===== config.mk =====
export PLATFORM = sky130hd
export DESIGN_NAME = pgchk_top
export DESIGN_NICKNAME = d
export VERILOG_FILES = /design/src/rtl/pgchk_pkg.sv /design/src/rtl/pgchk_rights.sv /design/src/rtl/pgchk_pid.sv /design/src/rtl/pgchk_gate.sv /design/src/rtl/pgchk_top.sv
export SDC_FILE = /design/constraint.sdc
export NUM_CORES = 1
export LEC_CHECK = 0
export BUFFER_PORTS_ARGS = -buffer_cell sky130_fd_sc_hd__buf_2
export CAP_MARGIN = 10
export CORE_UTILIZATION = 37
export CTS_BUF_LIST = sky130_fd_sc_hd__clkbuf_4
export DETAILED_ROUTE_END_ITERATION = 8
export GPL_TIMING_DRIVEN = 0
export PLACE_DENSITY = 0.86
export RECOVER_POWER = 25
export SYNTH_ARGS = -nofsm -noshare
export SYNTH_HDL_FRONTEND = slang
export SYNTH_SLANG_ARGS = --single-unit

===== constraint.sdc =====
create_clock -name clk -period 0.8 [get_ports clk]
set_input_delay 0.04 -clock clk [delete_from_list [all_inputs] [get_ports clk]]
set_output_delay 0.04 -clock clk [all_outputs]
set_load 0.05 [all_outputs]

===== src/rtl/pgchk_pkg.sv =====
package pgchk_pkg;
  typedef enum logic [3:0] {
    FLT_NONE    = 4'd0,
    FLT_IMISS   = 4'd1,
    FLT_DMISS   = 4'd2,
    FLT_IPROT   = 4'd3,
    FLT_DRIGHTS = 4'd4,
    FLT_DPID    = 4'd5,
    FLT_PAGEREF = 4'd6,
    FLT_DIRTY   = 4'd7,
    FLT_BREAK   = 4'd8,
    FLT_UNALIGN = 4'd9
  } fault_e;

  typedef enum logic [1:0] {
    KIND_RD    = 2'd0,
    KIND_WR    = 2'd1,
    KIND_EX    = 2'd2,
    KIND_PROBE = 2'd3
  } kind_e;

  localparam int PERM_W = 3;
  localparam logic [PERM_W-1:0] PERM_R = 3'b001;
  localparam logic [PERM_W-1:0] PERM_W_BIT = 3'b010;
  localparam logic [PERM_W-1:0] PERM_X = 3'b100;
  localparam logic [PERM_W-1:0] PERM_RX = 3'b101;
  localparam logic [PERM_W-1:0] PERM_RWX = 3'b111;
endpackage


===== src/rtl/pgchk_rights.sv =====
module pgchk_rights
  import pgchk_pkg::*;
#(
  parameter int PRIV_W = 2
) (
  input  logic [PRIV_W-1:0] priv_i,
  input  logic [PRIV_W-1:0] pl_rd_i,
  input  logic [PRIV_W-1:0] pl_wr_i,
  input  logic [2:0]        ar_type_i,
  output logic [PERM_W-1:0] perm_o
);
  logic can_r, can_w, can_x;

  always_comb begin
    can_r = (priv_i <= pl_rd_i);
    can_w = (priv_i <= pl_wr_i);
    can_x = (pl_wr_i <= priv_i) && (priv_i <= pl_rd_i);
    unique case (ar_type_i)
      3'd0:    perm_o = {1'b0,  1'b0,  can_r};
      3'd1:    perm_o = {1'b0,  can_w, can_r};
      3'd2:    perm_o = {can_x, 1'b0,  can_r};
      3'd3:    perm_o = {can_x, can_w, can_r};
      default: perm_o = {can_x, 1'b0,  1'b0};
    endcase
  end
endmodule


===== src/rtl/pgchk_pid.sv =====
module pgchk_pid
  import pgchk_pkg::*;
#(
  parameter int NUM_PID = 4,
  parameter int ID_W    = 16
) (
  input  logic [NUM_PID*(ID_W+1)-1:0] pid_regs_i,
  input  logic [ID_W-1:0]             access_id_i,
  output logic [PERM_W-1:0]           grant_o
);
  localparam int REG_W = ID_W + 1;

  logic [NUM_PID-1:0] match_v;
  logic [NUM_PID-1:0] wdis_v;

  for (genvar g = 0; g < NUM_PID; g++) begin : g_cmp
    assign match_v[g] = (pid_regs_i[g*REG_W+1 +: ID_W] == access_id_i);
    assign wdis_v[g]  = pid_regs_i[g*REG_W];
  end

  always_comb begin
    logic found;
    found   = 1'b0;
    grant_o = '0;
    for (int i = 0; i < NUM_PID; i++) begin
      if (!found && match_v[i]) begin
        found   = 1'b1;
        grant_o = wdis_v[i] ? PERM_RX : PERM_RWX;
      end
    end
  end
endmodule


===== src/rtl/pgchk_gate.sv =====
module pgchk_gate #(
  parameter int OFS_W  = 32,
  parameter int PRIV_W = 2
) (
  input  logic [2:0]       ar_type_i,
  input  logic [OFS_W-1:0] ofs_i,
  output logic [OFS_W-1:0] ofs_o
);
  logic [PRIV_W-1:0] new_lvl;
  logic [PRIV_W-1:0] old_lvl;

  always_comb begin
    new_lvl = PRIV_W'(ar_type_i[1:0]);
    old_lvl = ofs_i[PRIV_W-1:0];
    ofs_o   = ofs_i;
    if (ar_type_i[2] && (new_lvl < old_lvl)) begin
      ofs_o[PRIV_W-1:0] = new_lvl;
    end
  end
endmodule


===== src/rtl/pgchk_top.sv =====
module pgchk_top
  import pgchk_pkg::*;
#(
  parameter int NUM_PID = 4,
  parameter int ID_W    = 16,
  parameter int ALIGN_W = 3,
  parameter int OFS_W   = 32,
  parameter int PRIV_W  = 2,
  localparam int SZ_W   = $clog2(ALIGN_W + 1),
  localparam int PIDS_W = NUM_PID * (ID_W + 1)
) (
  input  logic               clk,
  input  logic               rst_n,
  input  logic               in_valid_i,
  input  logic               tlb_hit_i,
  input  logic [2:0]         ar_type_i,
  input  logic [PRIV_W-1:0]  pl_rd_i,
  input  logic [PRIV_W-1:0]  pl_wr_i,
  input  logic [ID_W-1:0]    access_id_i,
  input  logic               ref_trap_i,
  input  logic               dirty_i,
  input  logic               brk_i,
  input  logic [PRIV_W-1:0]  cur_priv_i,
  input  logic [1:0]         kind_i,
  input  logic               pchk_en_i,
  input  logic [PIDS_W-1:0]  pid_regs_i,
  input  logic               wonce_en_i,
  input  logic [ALIGN_W-1:0] addr_lo_i,
  input  logic [SZ_W-1:0]    size_log2_i,
  input  logic [OFS_W-1:0]   br_ofs_i,
  output logic               res_valid_o,
  output logic [2:0]         perm_o,
  output logic               write_once_o,
  output logic               fault_valid_o,
  output logic [3:0]         fault_code_o,
  output logic [OFS_W-1:0]   br_ofs_o
);
  logic [PERM_W-1:0]  rights_perm;
  logic [PERM_W-1:0]  pid_grant;
  logic [OFS_W-1:0]   gate_ofs;
  logic [PERM_W-1:0]  req_bit;
  logic [ALIGN_W-1:0] align_mask;
  logic               is_exec, is_write, misaligned;

  logic [PERM_W-1:0]  perm_d;
  logic               wonce_d;
  fault_e             code_d;

  logic               valid_q;
  logic [PERM_W-1:0]  perm_q;
  logic               wonce_q;
  fault_e             code_q;
  logic [OFS_W-1:0]   ofs_q;

  pgchk_rights #(.PRIV_W(PRIV_W)) u_rights (
    .priv_i    (cur_priv_i),
    .pl_rd_i   (pl_rd_i),
    .pl_wr_i   (pl_wr_i),
    .ar_type_i (ar_type_i),
    .perm_o    (rights_perm)
  );

  pgchk_pid #(.NUM_PID(NUM_PID), .ID_W(ID_W)) u_pid (
    .pid_regs_i  (pid_regs_i),
    .access_id_i (access_id_i),
    .grant_o     (pid_grant)
  );

  pgchk_gate #(.OFS_W(OFS_W), .PRIV_W(PRIV_W)) u_gate (
    .ar_type_i (ar_type_i),
    .ofs_i     (br_ofs_i),
    .ofs_o     (gate_ofs)
  );

  // Request decode
  always_comb begin
    is_exec    = (kind_i == KIND_EX);
    is_write   = (kind_i == KIND_WR);
    unique case (kind_i)
      KIND_RD: req_bit = PERM_R;
      KIND_WR: req_bit = PERM_W_BIT;
      KIND_EX: req_bit = PERM_X;
      default: req_bit = '0;
    endcase
    align_mask = ALIGN_W'(~({ALIGN_W{1'b1}} << size_log2_i));
    misaligned = |(addr_lo_i & align_mask);
  end

  // Fault resolution in priority order
  always_comb begin
    perm_d  = rights_perm;
    wonce_d = 1'b0;
    code_d  = FLT_NONE;
    if (!tlb_hit_i) begin
      perm_d = '0;
      code_d = is_exec ? FLT_IMISS : FLT_DMISS;
    end else if (kind_i != KIND_PROBE) begin
      if (!(|(rights_perm & req_bit))) begin
        code_d = is_exec ? FLT_IPROT : FLT_DRIGHTS;
      end else if ((access_id_i != '0) && pchk_en_i &&
                   !(|(pid_grant & req_bit))) begin
        code_d = is_exec ? FLT_IPROT : FLT_DPID;
      end else begin
        if ((access_id_i != '0) && pchk_en_i) begin
          perm_d = perm_d & pid_grant;
        end
        if (ref_trap_i) begin
          perm_d = perm_d & PERM_X;
          if (!is_exec) code_d = FLT_PAGEREF;
        end
        if (!dirty_i) begin
          perm_d = perm_d & PERM_RX;
          if (is_write) code_d = FLT_DIRTY;
        end
        if (brk_i) begin
          perm_d = perm_d & PERM_RX;
          if (is_write) begin
            if (wonce_en_i) wonce_d = 1'b1;
            else            code_d  = FLT_BREAK;
          end
        end
        if (misaligned) code_d = FLT_UNALIGN;
      end
    end
  end

  // Result registers with explicit clock enable
  always_ff @(posedge clk or negedge rst_n) begin
    if (!rst_n) begin
      valid_q <= 1'b0;
      perm_q  <= '0;
      wonce_q <= 1'b0;
      code_q  <= FLT_NONE;
      ofs_q   <= '0;
    end else begin
      valid_q <= in_valid_i;
      if (in_valid_i) begin
        perm_q  <= perm_d;
        wonce_q <= wonce_d;
        code_q  <= code_d;
        ofs_q   <= gate_ofs;
      end
    end
  end

  assign res_valid_o   = valid_q;
  assign perm_o        = perm_q;
  assign write_once_o  = wonce_q;
  assign fault_code_o  = code_q;
  assign fault_valid_o = (code_q != FLT_NONE);
  assign br_ofs_o      = ofs_q;
endmodule


==> results of run 1 <==
[metrics by stage]
step           area [um2]  cells  hold slack (ns)  utilization
4_1_cts              4981    602          -0.2073       0.6724
5_1_grt              5139    611          -0.1202       0.6936
3_5_place_dp         4000    545           0.2066       0.5399
3_3_place_gp         4000    545           0.1978       0.5399
2_1_floorplan        3050    281          -0.2556            -
6_report             5139    611          -0.1980       0.6936
[logic make-up after synthesis]
group                    share of synthesized area
AO/OA/AOI/OAI                              0.08107
XOR/XNOR                                    0.1942
AND/OR/NAND/NOR                             0.1387
flip-flops                                  0.3554
buffers and inverters                      0.07975
adder cells (fa/ha/maj)                    0.02167
multiplexers                                0.1292
[where the power goes]
group | internal [uW] | switching [uW]
registers | 2290 | 170
logic | 1490 | 1740
clock network | 984 | 759
[cells in the mapped netlist (2+ instances only)]
library cell | n | share of area
mux2i_1 | 2 | 0.0069
nor2_1 | 15 | 0.020
or3_1 | 2 | 0.0043
dfrtp_1 | 41 | 0.36
nor3_1 | 2 | 0.0035
buf_2 | 5 | 0.0087
a21oi_1 | 12 | 0.021
buf_1 | 5 | 0.0065
mux2_2 | 30 | 0.12
o21ai_0 | 4 | 0.0069
nand2_1 | 3 | 0.0039
o311a_1 | 2 | 0.0069
nand3_1 | 5 | 0.0087
a41o_1 | 2 | 0.0069
inv_1 | 12 | 0.016
buf_6 | 11 | 0.043
o311ai_0 | 2 | 0.0061
o31ai_1 | 3 | 0.0078
nand4_1 | 8 | 0.017
nand2b_1 | 4 | 0.0087
nor2b_1 | 2 | 0.0043
xor2_1 | 64 | 0.19
nor3b_1 | 2 | 0.0052
ha_1 | 5 | 0.022
nor4_1 | 20 | 0.043
[layer usage]
layer,global-route usage,part of all wire,vias to the layer above
met5,0,0,-
met1,0.2950,0.35,1548
met3,0.05724,0.067,63
li1,-,-,1444
met4,0.1478,0.057,0
met2,0.5102,0.52,207
[layout make-up]
type	instances	share of cell area
sequential	41	0.2062
clock buffer	5	0.007305
tap	99	0.02411
multi-input combinational	205	0.3584
timing repair buffer	223	0.3307
clock inverter	3	0.01339
buffer	23	0.04821
inverter	12	0.01169
[repair_timing]
| item | CTS | global route |
|---|---|---|
| hold endpoints to repair | 74 | 42 |
| buffers inserted | 16 | 10 |
| setup endpoints to repair | 60 | 80 |
| pin swaps | 18 | 8 |
| resized for setup | 121 | 27 |
[state kept, by name (all words and copies together), names as in the netlist]
register      flops
br_ofs_o         32
perm_o            3
res_valid_o       1
fault_code_o      4
write_once_o      1
[cell usage in the layout, fill, tap and decap left out, types with 3 or more instances in the layout]
cell / count
buf_2: 119
buf_6: 65
xor2_1: 62
dlygate4sd3_1: 33
dfrtp_2: 27
mux2_2: 22
dfrtp_1: 14
buf_4: 13
nor4_1: 13
nor2_1: 12
mux2_4: 9
inv_1: 9
a21oi_1: 9
buf_8: 9
nand4_1: 8
nor4_2: 6
nand3_1: 5
clkbuf_4: 5
clkbuf_2: 3
nand2_1: 3
nand2b_1: 3
a21oi_2: 3
o31ai_1: 3
ha_4: 3
[path summary, 6_finish.rpt]
| check | start | endpoint | slack, ns | cells past startpoint |
|---|---|---|---|---|
| worst min-delay path | rst_n | br_ofs_o[30] | -0.20 | 1 |
| worst max-delay path | pid_regs_i[64] | fault_code_o[2] | -1.11 | 10 |
| max in group asynchronous | rst_n | br_ofs_o[11] | 0.29 | 1 |
| min in group clk | brk_i | write_once_o | 0 | 3 |
| worst max register to register | fault_code_o[2] | fault_code_o[2] | -0.23 | 3 |
| worst min register to register | br_ofs_o[14] | br_ofs_o[14] | 0.55 | 1 |
[critical path: stages]
cell     delay, ns
buf_2         0.10
xor2_1        0.18
nor4_4        0.32
nand4_1       0.21
nand4_1       0.21
nor2_2        0.08
o31a_1        0.30
buf_4         0.16
or3_1         0.33
a41o_1        0.24
==> impl_metrics.ini, run 1 <==
[worst_setup_path]
arrival_ns = 2.18
required_ns = 1.07
end_kind = register
cp_max_fo = 3
criticalPathCategory = primary input to register
critPathLaunchType = primary input

[clocking]
holdBufCountCts = 33
root_buffer = clkbuf_4
tritoncts = built
clk_path_buf_depth = 2
path_clk_slew_ns = 0.15
cts.sink_count = 41
h-tree-depth = 2
clkLatencyLatePin_ns = 0.37
cts_buffers = 5

[cells_and_area]
synthToLayoutAreaGrowth_pct = 78.02
fill_cells = 557
fin_nets = 657
regArea_um2 = 1060
layout-drive-gt1-share = 0.6055
multiInputGateArea_um2 = 1842
n_antenna_cell = 0

[sta]
hold-worst-slack_ns = -0.1980
fin_crit_ns = 1.909
worst_slack_ns = -1.109
worst_pin_slew_ns = 0.9901
slew_headroom = 0.3399
report.final.slew_viol_count = 0
setup_violations = 72
period_share = 2.386
final_hold_viol_count = 41
fmaxAchievable_mhz = 524.0
fin_skew_ns = 0
rsz0062_at_grt = true
final.setup.tns_ns = -17.70

[synthesis]
ys_ff_latch = 41
syn_area_per_cell_um2 = 10.27
netlist_area_um2 = 2887
synth_cell_type_count = 43
synthesis.nets = 427
async_flop_share = 1.000
ys_warn_count = 0
ys_seq_area_frac = 0.3554
netlist_instances = 281
synth-main-ff-cell = dfrtp_1
synth_edf_count = 0

[place]
place.detailed.hpwl_um = 7239
pre_cts_ws_ns = -1.601
gp_congestion = 0.8785
port_buffers = 165

[routing]
firstDrtPassIters = 5
dr_total_vias = 3262
drc_errors = 0
drt_iter0_markers = 208
wl_per_cell_um = 19.33
wl_um = 11810
postRouteAntennaNets = 0
drt-vias-per-instance = 5.339

[outcome]
violations = hold timing, setup timing
outcome = finished with violations

[grt]
grt_max_degree = 42
grt_overflow = 0
grtUsageTotal = 0.2770
grt_pass1_vias = 3534
grt_pass1_wl_um = 17660
antenna_found_initial = 0

[floorplanning]
initial_core_util = 0.3896
dieWidth_um = 90.33
core.rowCount = 31
die-area_um2 = 8159
placeableCoreArea_um2 = 7408
die_h_um = 90.33
num_io_pins = 183

[power]
fin_total_pwr_uw = 7438
vdd_ir_drop_max_mv = 1.096
leakage_uw = 0.002424
power.density_nw_per_um2 = 1447

[flow_run]
cap_viol_max_count = 0

[hold_path]
hold_path_class = primary input to asynchronous set/reset pin
No activity file was read; power rests on OpenSTA's default activity.
==> inputs of run 2 (changes only) <==
--- a/config.mk
+++ b/config.mk
@@ -10,7 +10,6 @@
 export CORE_UTILIZATION = 37
 export CTS_BUF_LIST = sky130_fd_sc_hd__clkbuf_4
 export DETAILED_ROUTE_END_ITERATION = 8
-export GPL_TIMING_DRIVEN = 0
 export PLACE_DENSITY = 0.86
 export RECOVER_POWER = 25
 export SYNTH_ARGS = -nofsm -noshare
==> run 2 against run 1 <==
Net effect: the flow finishes with violations (setup timing); critical path type unchanged; combinational power is 12% higher; global-route usage is 0.51 points higher; maximum frequency grew 0.59%.
==> impl_metrics.ini, run 2 (synthesis gave the netlist of run 1 again) <==
[routing]
postRouteAntennaNets = 0
firstDrtPassIters = 4
drt-vias-per-instance = 5.152
wl_um = 12600
drt_iter0_markers = 251
wl_per_cell_um = 19.29
drc_errors = 0
dr_total_vias = 3364

[sta]
worst_slack_ns = -1.097
hold-worst-slack_ns = 0.03556
report.final.slew_viol_count = 0
rsz0062_at_grt = true
worst_pin_slew_ns = 0.6035
slew_headroom = 0.5977
fmaxAchievable_mhz = 527.0
fin_crit_ns = 1.897
fin_skew_ns = 0
final_hold_viol_count = 0
setup_violations = 82
period_share = 2.372
final.setup.tns_ns = -20.96

[worst_setup_path]
critPathTopFamily = simple AND/OR/NAND/NOR gates
required_ns = 1.07
critPathBufInv = 2
cp_slowest_cell = o311a_1
critPathLaunchType = primary input
crit_path_max_incr_delay_ns = 0.38
criticalPathCategory = primary input to register
cp_max_fo = 5
arrival_ns = 2.17
r2r_slack_ns = -0.31
end_kind = register
cp_cell_sequence = buf_4 > xor2_1 > nor4_1 > buf_4 > nand4_1 > nand4_1 > nor2_2 > o31a_1 > o311a_1 > mux2_4

[cells_and_area]
layout-drive-gt1-share = 0.6679
final_cell_mix = 122 x buf_2, 73 x buf_6, 54 x xor2_1, 47 x buf_4, 33 x dlygate4sd3_1
layout_commonest_cell = buf_2
largest_reg_flops = 32
synthToLayoutAreaGrowth_pct = 96.84
fin_nets = 699
n_antenna_cell = 0
finalNonFillerCells = 653

[floorplanning]
dieWidth_um = 90.33
placeableCoreArea_um2 = 7408
num_io_pins = 183
core.rowCount = 31
die-area_um2 = 8159
die_h_um = 90.33
initial_core_util = 0.3896

[clocking]
cts.sink_count = 41
clk_path_buf_depth = 2
tritoncts = built
path_clk_slew_ns = 0.16
h-tree-depth = 2
root_buffer = clkbuf_4
cts_buffers = 5
clkLatencyLatePin_ns = 0.40

[grt]
grt_pass1_wl_um = 17940
grt_overflow = 0
grtUsageTotal = 0.2821
grt_pass1_vias = 3553
grt_max_degree = 36
antenna_found_initial = 0

[place]
pre_cts_ws_ns = -1.608
place.detailed.hpwl_um = 7587
port_buffers = 182
gp_congestion = 0.9622
dpl.cell_count = 588

[power]
fin_total_pwr_uw = 7905
power.density_nw_per_um2 = 1391
leakage_uw = 0.002699
vdd_ir_drop_max_mv = 0.9881

[outcome]
outcome = finished with violations
violations = setup timing

[hold_path]
hold_path_class = primary input to register

[flow_run]
cap_viol_max_count = 0
run 2: changes by cell type in the layout (fill, tap and decap cells not counted), sizes merged:
cell | previous run | this run
buf | 207 | 253
clkbuf | 11 | 7
run 2: power by group:
part	total [uW]	leakage, uW	internal [uW]	switching, uW
Clock	1820	0.0000558	983	832
Combinational	3610	0.00218	1740	1870
Sequential	2480	0.000462	2290	185
Total	7910	0.00270	5020	2890
run 2: path summary, 6_finish.rpt:
check,start,endpoint,depth (start not counted)
max reg2reg,fault_code_o[2],fault_code_o[2],4
min reg2reg,br_ofs_o[12],br_ofs_o[12],1
min,tlb_hit_i,fault_code_o[3],2
max,access_id_i[6],perm_o[0],10
min in group asynchronous,rst_n,perm_o[1],2
max in group asynchronous,rst_n,br_ofs_o[19],3
run 2: area by class of cell:
cell class / instances / area (um2)
Clock buffer: 5 / 37.54
Sequential cell: 41 / 1060
Timing Repair Buffer: 288 / 2322
Fill cell: 457 / 1727
Clock inverter: 3 / 68.82
Inverter: 12 / 62.56
Multi-Input combinational cell: 205 / 2007
Tap cell: 99 / 123.9
run 2: repair_timing:
| action | in CTS | in global routing |
|---|---|---|
| pin swaps | 30 | 12 |
| gates resized for setup | 147 | 58 |
| endpoints found under the setup margin | 50 | 78 |
| hold endpoints to repair | 72 | 1 |
| buffers inserted | 14 | 15 |
| hold buffers | 32 | 1 |
run 2: metal layers:
layer  vias to the layer above  track usage  part of all wire
met3                        57      0.04630             0.058
met4                         0       0.1290             0.052
met5                         -            0                 0
li1                       1526            -                 -
met1                      1594       0.3085              0.34
met2                       187       0.5293              0.55
run 2: worst reg2reg max path, stage by stage (launching register included):
cell and delay (ns):
dfrtp_2 0.46, buf_6 0.12, buf_6 0.11, nor2b_1 0.13, a41o_1 0.20
run 2: per-stage QoR:
| step | instance area [um2] | utilization |
|---|---|---|
| finish | 5682 | 0.7669 |
| global placement | 4284 | 0.5783 |
| global route | 5682 | 0.7669 |
| CTS | 5338 | 0.7205 |
| detailed placement | 4284 | 0.5783 |
| floorplan | 3050 | - |
